## config.mk

```make
export PLATFORM = sky130hd
export DESIGN_NAME = frac_div_ctrl
export DESIGN_NICKNAME = d
export VERILOG_FILES = /design/src/rtl/fdc_pkg.sv /design/src/rtl/fdc_cfg_latch.sv /design/src/rtl/fdc_period_cnt.sv /design/src/rtl/fdc_gray_step.sv /design/src/rtl/frac_div_ctrl.sv
export SDC_FILE = /design/constraint.sdc
export NUM_CORES = 1
export LEC_CHECK = 0
export ABC_CLOCK_PERIOD_IN_PS = 2630
export BUFFER_PORTS_ARGS = -buffer_cell sky130_fd_sc_hd__buf_4
export CAP_MARGIN = 20
export CORE_ASPECT_RATIO = 0.8
export CORE_UTILIZATION = 50
export DETAILED_ROUTE_END_ITERATION = 7
export PLACE_DENSITY = 0.72
export SYNTH_ARGS = -nofsm -noshare
export SYNTH_HDL_FRONTEND = slang
export SYNTH_SLANG_ARGS = --single-unit
```

## constraint.sdc

```tcl
create_clock -name clk -period 2.63 [get_ports clk]
set_input_delay 0.6575 -clock clk [delete_from_list [all_inputs] [get_ports clk]]
set_output_delay 0.6575 -clock clk [all_outputs]
set_load 0.02 [all_outputs]
```

## src/rtl/fdc_pkg.sv

```systemverilog
package fdc_pkg;
  localparam int SEL_W = 3;
  localparam int CNT_W = 5;
  localparam int PHASES = 1 << SEL_W;

  typedef struct packed {
    logic [CNT_W-1:0] n;
    logic [SEL_W-1:0] f;
  } cfg_t;

  function automatic logic [SEL_W-1:0] gray2bin(input logic [SEL_W-1:0] g);
    logic [SEL_W-1:0] b;
    b[SEL_W-1] = g[SEL_W-1];
    for (int i = SEL_W - 2; i >= 0; i--) b[i] = b[i+1] ^ g[i];
    return b;
  endfunction
endpackage

```

## src/rtl/fdc_cfg_latch.sv

```systemverilog
module fdc_cfg_latch
  import fdc_pkg::*;
#(
  parameter int N_MIN = 7,
  parameter int N_MAX = 16
) (
  input  logic             clk,
  input  logic             rst_n,
  input  logic             load,
  input  logic [CNT_W-1:0] req_n,
  input  logic [SEL_W-1:0] req_f,
  output cfg_t             cfg
);
  localparam logic [CNT_W-1:0] LO = CNT_W'(N_MIN);
  localparam logic [CNT_W-1:0] HI = CNT_W'(N_MAX);

  logic [CNT_W-1:0] n_cl;
  logic [SEL_W-1:0] f_cl;

  always_comb begin
    if (req_n < LO)      n_cl = LO;
    else if (req_n > HI) n_cl = HI;
    else                 n_cl = req_n;
    f_cl = (n_cl == LO) ? '0 : req_f;
  end

  always_ff @(posedge clk) begin
    if (!rst_n) begin
      cfg.n <= LO;
      cfg.f <= '0;
    end else if (load) begin
      cfg.n <= n_cl;
      cfg.f <= f_cl;
    end
  end
endmodule

```

## src/rtl/fdc_period_cnt.sv

```systemverilog
module fdc_period_cnt
  import fdc_pkg::*;
(
  input  logic             clk,
  input  logic             rst_n,
  input  cfg_t             cfg,
  output logic [CNT_W-1:0] cnt,
  output logic             last,
  output logic             adv,
  output logic             dclk
);
  logic [CNT_W-1:0] f_ext;
  logic [CNT_W-1:0] half;

  always_comb begin
    f_ext = {{(CNT_W-SEL_W){1'b0}}, cfg.f};
    half  = cfg.n >> 1;
    last  = (cnt == cfg.n - CNT_W'(1));
    adv   = (cnt < f_ext);
    dclk  = (cnt < half);
  end

  always_ff @(posedge clk) begin
    if (!rst_n)     cnt <= '0;
    else if (last)  cnt <= '0;
    else            cnt <= cnt + CNT_W'(1);
  end
endmodule

```

## src/rtl/fdc_gray_step.sv

```systemverilog
module fdc_gray_step
  import fdc_pkg::*;
(
  input  logic             clk,
  input  logic             rst_n,
  input  logic             step,
  output logic [SEL_W-1:0] sel
);
  logic [SEL_W-1:0] bin_q;

  always_ff @(posedge clk) begin
    if (!rst_n)    bin_q <= '0;
    else if (step) bin_q <= bin_q + SEL_W'(1);
  end

  assign sel[SEL_W-1] = bin_q[SEL_W-1];
  for (genvar i = 0; i < SEL_W - 1; i++) begin : g_gray
    assign sel[i] = bin_q[i] ^ bin_q[i+1];
  end
endmodule

```

## src/rtl/frac_div_ctrl.sv

```systemverilog
module frac_div_ctrl
  import fdc_pkg::*;
#(
  parameter int N_MIN = 7,
  parameter int N_MAX = 16
) (
  input  logic             clk,
  input  logic             rst_n,
  input  logic [CNT_W-1:0] div_int,
  input  logic [SEL_W-1:0] div_frac,
  output logic [SEL_W-1:0] phase_sel,
  output logic             advance,
  output logic             div_clk
);
  cfg_t             cfg_q;
  logic [CNT_W-1:0] cnt_q;
  logic             wrap;

  fdc_cfg_latch #(.N_MIN(N_MIN), .N_MAX(N_MAX)) u_cfg (
    .clk(clk), .rst_n(rst_n), .load(wrap),
    .req_n(div_int), .req_f(div_frac), .cfg(cfg_q)
  );

  fdc_period_cnt u_cnt (
    .clk(clk), .rst_n(rst_n), .cfg(cfg_q),
    .cnt(cnt_q), .last(wrap), .adv(advance), .dclk(div_clk)
  );

  fdc_gray_step u_gray (
    .clk(clk), .rst_n(rst_n), .step(advance), .sel(phase_sel)
  );
endmodule

```

# Word level (Yosys, flattened, before mapping)
# Cells that the tools add are included.
# totals
elab_cells	20
reg_bits	16
output_inout_bits	5
in_bits	10
# classes
muxes	3
reduce_logical	1
add_sub_neg	3
n_bitwise	3
order_cmp	4
n_eq_ne	2
# op_table
op	n
$mux 5	2
$add 5x1->5 const B	1
$eq 5x3->1 const B	1
$eq 5x5->1	1
$gt 5x5->1 const B	1
$lt 5x3->1	1
$lt 5x3->1 const B	1
$lt 5x4->1	1
$sub 5x1->5 const B	1
$add 3x1->3 const B	1
$mux 3	1
$reduce_or 2->1	1
$xor 1x1->1	2
$not 1->1	1

# Depth between registers and ports, before layout
# Gate-level depths: netlist (run 1).
# depth
ltp_word	5
mapped_depth	8
mapped_depth_nobuf	7

# Cells and area by module
# Synthesis (run 1) repeated with hierarchy kept, for this count alone.
# unflattened
hier_cells	101
hier_area_um2	940.9
# modules_own_cells
mod	cells_per_inst	seq_area_each_um2	n_inst	area_per_inst_um2
fdc_period_cnt	54	100.1	1	452.9
fdc_cfg_latch	33	160.2	1	344.1
fdc_gray_step	14	60.1	1	143.9

# Least setup slack after synthesis (run 1)
# OpenSTA, ideal clock, no wires.
# synth_path
path_type	flip-flop to output port
startpoint	register, netlist name u_cfg.cfg[5]
endpoint	output port div_clk
arrival_time_ns	1.571
path_stages_with_launch	7
slack_ns	0.402
path_buffers	0
t_required_ns	1.972
path_cell_list	dfxtp_1 inv_1 ha_1 o21ai_0 nand2b_1 a21o_1 a211oi_1
# synth_via
elab_chain_len	1
# synth_rtl
element	line	text
$lt 5x4->1	fdc_period_cnt.sv:20	dclk = (cnt < half);
end: declaration	frac_div_ctrl.sv:13	output logic div_clk
# Every way passes these cells.

# Worst setup path in the final report (run 1)
# layout_path
startpoint	register, netlist name u_cfg.cfg[5]
endpoint	output port div_clk
# layout_via
elab_chain_len	1
# layout_rtl
element	line
$lt 5x4->1	fdc_period_cnt.sv:20
# Every way passes these cells.

==> reports/results.ini, run 1 <==
[synthesis]
synth_top_area_share_pct = 34.0
synth.avg_cell_area_um2 = 8.89
synth_top_family_by_area = simple AND/OR/NAND/NOR gates
netlist_area_um2 = 942
synth-seq-cells = 16
synth.yosys.seq_area_share_pct = 34.0
yosysWarningCount = 0
synthTopCellsByArea = dfxtp_1 34%, ha_1 11%, xor2_1 5.6%
yosysUniqueCellTypes = 34
synthAdderAreaFrac_pct = 10.6
synth_cells = 106
synth-xor-area-share_pct = 12.0
synth.area.mux_share_pct = 1.06
yosys.area_share.simple_pct = 18.6
synth-compound-area-share_pct = 15.4
postSynthNetCount = 124
yosysTopAreaCell = dfxtp_1

[route]
first_pass_iters = 4
drt-initial-drc-count = 9
wl_per_cell_um = 11.5
num_vias = 721
ant_nets = 0
wl_um = 1630
viasPerCell = 5.08
drc = 0

[grt]
antenna_found_initial = 0
grt_overflow_total = 0
grt_max_degree = 19
first_global_vias = 630
grt_pass1_wl_um = 2640
grt_usage_pct = 18.6

[die]
start_util_pct = 55.7
core_um2 = 1690
die-area_um2 = 2060
die_h_um = 40.8
rows = 13
die_w_um = 50.5
ioPinCount = 15

[power]
power_leakage_nw = 0.504
ir_worst_vdd_uv = 322
power_density_nw_per_um2 = 507

[clocking]
clk_pin_slew_ns = 0.09
cts_tree = built
post_cts_resized = 0
cts_sinks = 16
numCtsBuffers = 3
hold_buffers = 0
cts_root_buf = clkbuf_4
clockBufferDepth = 2
clock_latency_ns = 0.29
post_cts_buffers = 0
h-tree-depth = 1

[layout]
num-fill-cells = 139
layout_commonest_cell = dfxtp_1
final_cell_mix = 16 x dfxtp_1, 15 x buf_4, 12 x inv_1, 9 x o21ai_0, 8 x ha_1
utilization_pct = 64.1
area_growth_pct = 15.1
final_nets = 139
multi_input_area_um2 = 543
insertedDiodeCount = 0
drive_gt1_share_pct = 20.0
seq_area_um2 = 320

[critical_path]
criticalPathCategory = flip-flop to primary output
cp-end-kind = primary output
worstSetupStartpointType = flip-flop
crit_buf_inv = 2
crit_chain = inv_1, ha_1, o21ai_0, nand2b_1, a21o_1, a211oi_1, buf_4
path_delay_family = compound AO/OA/AOI/OAI gates
cp_slowest_cell = dfxtp_1
critPathMaxStageDelay_ns = 0.41
worstPathArrival_ns = 1.79
cp_max_fo = 5
required_ns = 1.97

[worst_hold_path]
hp-class = flip-flop to flip-flop

[timing]
fin_setup_tns_ns = 0
finalHoldViolCount = 0
max_freq_mhz = 408
period_needed_ns = 2.45
rsz0062_at_grt = no
slew_headroom_pct = 71.7
worst_pin_slew_ns = 0.420
fin_skew_ns = 0.00671
setup_viol = 0
layout_worst_path_cycle_share_pct = 93.2
report.final.slew_viol_count = 0

[run_status]
status = finished clean

[place]
post-dp-hpwl_um = 1240
gp_congestion = 0.828
port_buffers = 14

[job]
cap_violations = 0

==> synthesized netlist by cell type <==
master	number
nand2b_1	2
and2_1	2
nor3b_1	3
o21ai_0	9
xnor2_1	5
nor2_1	5
a211oi_1	1
xnor2_2	1
o21bai_1	1
nand2_1	5
buf_4	2
nor3_2	1
o21ai_1	1
buf_6	1
a21oi_1	1
a31oi_1	3
xor2_1	6
and3_1	1
a21o_1	1
nand2b_4	1
ha_1	8
inv_1	12
mux2i_1	1
nor3_1	1
nor2b_1	1
o21a_1	1
a211oi_4	1
nand4_1	1
clkbuf_1	2
dfxtp_1	16
and4bb_2	1
o211ai_1	2
o22ai_1	1
nand3_1	6
==> through the flow <==
stage	worst slack, ns	area, µm²	power (W)	std cells	hold WS [ns]
3_3_place_gp	0.549	1050	0.000393	138	0.442
5_1_grt	0.0205	1080	0.000581	142	0.473
4_1_cts	0.179	1080	0.000557	142	0.458
6_report	0.179	1080	0.000550	142	0.455
3_5_place_dp	0.512	1050	0.000396	138	0.444
2_1_floorplan	0.402	942	0.000357	106	0.428
==> flip-flops by register name (all words and copies together) (netlist names) <==
name,flops
u_cfg.cfg,8
u_cnt.cnt,5
u_gray.bin_q,3
==> tightest hold or removal path, delay by kind of cell (launching register included) <==
| kind | cells | cell delay (ns) |
|---|---|---|
| flip-flops | 1 | 0.32 |
| AO/OA/AOI/OAI | 1 | 0.05 |
| AND/OR/NAND/NOR | 1 | 0.05 |
==> worst paths after layout <==
kind,from,endpoint,cells past startpoint,slack (ns)
worst max register to register,u_cfg.cfg[3],u_cnt.cnt[4],8,0.84
worst min register to register,u_cfg.cfg[1],u_cfg.cfg[1],2,0.46
worst min-delay path,u_cfg.cfg[1],u_cfg.cfg[1],2,0.46
worst max-delay path,u_cfg.cfg[5],div_clk,7,0.18
==> area by class of cell <==
cell class / count / area share [%]
Clock buffer: 4 / 3.34
Inverter: 12 / 4.15
Multi-Input combinational cell: 73 / 50.1
Sequential cell: 16 / 29.5
Tap cell: 22 / 2.54
Timing Repair Buffer: 15 / 10.4
==> cell families after synthesis <==
group	after synthesis
buf+inv	17
mux	1
simple gates	30
compound gates	22
flops	16
fa+ha+maj	8
xor+xnor	12
==> metal layers <==
layer	global-route usage (%)	up-vias	wire length, µm
li1	-	387	-
met1	21.1	311	826
met2	31.0	17	691
met3	7.04	6	74
met4	11.1	0	41
met5	0	-	0
==> report_power, final <==
part | switching [W] | leakage, nW | internal (W)
logic | 0.0000598 | 0.353 | 0.0000593
registers | 0.0000158 | 0.130 | 0.000255
clock network | 0.0000759 | 0.0210 | 0.0000843
total | 0.000152 | 0.504 | 0.000398
No activity file was read; power rests on OpenSTA's default activity.
==> run 2: changes to the inputs <==
- CTS_BUF_LIST: not set -> sky130_fd_sc_hd__clkbuf_16
==> reports/results.ini, run 2 (synthesis gave the netlist of run 1 again) <==
[run_status]
status = finished clean

[timing]
worst_slack_ns = 0.243
layout_worst_path_cycle_share_pct = 90.8
setup_viol = 0
rsz0062_at_grt = no
worst_pin_slew_ns = 0.420
slew_headroom_pct = 71.7
timing.hold.ws_ns = 0.452
fin_setup_tns_ns = 0
period_needed_ns = 2.39
max_freq_mhz = 419
fin_skew_ns = 0.00300
report.final.slew_viol_count = 0
finalHoldViolCount = 0

[clocking]
post_cts_resized = 0
hold_buffers = 0
post_cts_buffers = 0
clockBufferDepth = 2
cts_root_buf = clkbuf_16
numCtsBuffers = 3
clk_pin_slew_ns = 0.05
h-tree-depth = 1
clock_latency_ns = 0.25
cts_sinks = 16
cts_tree = built

[place]
post-dp-hpwl_um = 1240
port_buffers = 14
dp.cells = 138
pre_cts_ws_ns = 0.512
gp_congestion = 0.828

[die]
die_w_um = 50.5
start_util_pct = 55.7
die-area_um2 = 2060
core_um2 = 1690
ioPinCount = 15
die_h_um = 40.8
rows = 13

[job]
cap_violations = 0

[grt]
grt_pass1_wl_um = 2770
grt_overflow_total = 0
antenna_found_initial = 0
first_global_vias = 656
grt_max_degree = 19
grt_usage_pct = 19.7

[layout]
insertedDiodeCount = 0
layout_commonest_cell = dfxtp_1
area_growth_pct = 19.7
drive_gt1_share_pct = 19.2
final_cell_mix = 16 x dfxtp_1, 15 x buf_4, 12 x inv_1, 9 x o21ai_0, 8 x ha_1
largest_reg_flops = 8
reg.largest.list = u_cfg.cfg: 8 flops, u_cnt.cnt: 5 flops, u_gray.bin_q: 3 flops
num-fill-cells = 131
final_nets = 139
largest-register = u_cfg.cfg
final_cells = 142

[route]
wl_per_cell_um = 11.9
viasPerCell = 5.06
drc = 0
ant_nets = 0
num_vias = 718
drt-initial-drc-count = 15
wl_um = 1690
first_pass_iters = 4

[critical_path]
worstPathArrival_ns = 1.73
r2r-start = u_cfg.cfg[3]
cp-end-kind = primary output
criticalPathCategory = flip-flop to primary output
cp_max_fo = 5
required_ns = 1.97
worstSetupStartpointType = flip-flop
startpoint = u_cfg.cfg[5]

[power]
power.total_w = 0.000685
power_switching_w = 0.000168
p_sw_share_pct = 24.6
intPower_w = 0.000517
p_comb_share_pct = 17.6
p_seq_share_pct = 39.7
power_density_nw_per_um2 = 607
clkPwrFrac_pct = 42.8
power_leakage_nw = 0.521
ir_worst_vdd_uv = 637

[worst_hold_path]
min_from = u_cfg.cfg[1]
hp-class = flip-flop to flip-flop

## run 2: cell types whose count changed in the layout (fill, tap and decap cells not counted)
cell,delta
clkbuf_16,+3
clkbuf_8,-1
clkbuf_4,-3
clkinv_1,+1
## run 2: per-layer routing
metal / global-route usage (%) / share of wire [%]
met5: 0 / 0
met4: 11.1 / 1.3
met3: 8.15 / 5.0
met2: 33.3 / 44
met1: 21.9 / 50
## run 2: final timing paths
check                               endpoint  slack (ns)  depth (start not counted)
worst max register to register  u_cnt.cnt[0]        0.82                          8
worst min register to register  u_cfg.cfg[1]        0.45                          2
worst max-delay path                 div_clk        0.24                          7
worst min-delay path            u_cfg.cfg[1]        0.45                          2
## run 2: critical path: stages (launching register included)
cell,delay (ns)
dfxtp_1,0.39
inv_1,0.09
ha_1,0.29
o21ai_0,0.07
nand2b_1,0.07
a21o_1,0.17
a211oi_1,0.22
buf_4,0.18
## run 2: power groups by stage
| stage | clock network [W] | logic (W) | registers (W) |
|---|---|---|---|
| finish | 0.000293 | 0.000120 | 0.000272 |
| global route | 0.000309 | 0.000135 | 0.000272 |
| CTS | 0.000297 | 0.000122 | 0.000271 |
| detailed placement | 0 | 0.000120 | 0.000276 |
| global placement | 0 | 0.000117 | 0.000276 |
| floorplan | 0 | 0.0000864 | 0.000270 |
## run 2: metrics by stage
step                      area [µm²]  utilization [%]
after floorplan                  942                -
after global placement          1050             62.0
after detailed placement        1050             62.0
after CTS                       1130             66.6
after global routing            1130             66.6
final                           1130             66.6
## run 2: cell type report
class                   count  area, µm²  area share (%)
multi-input cells          73        543            48.2
flip-flops and latches     16        320            28.4
repair buffers             15        113            9.99
clock buffers               3       75.1            6.66
inverters                  12       45.0            4.00
well taps                  22       27.5            2.44
clock inverters             1       3.75           0.333
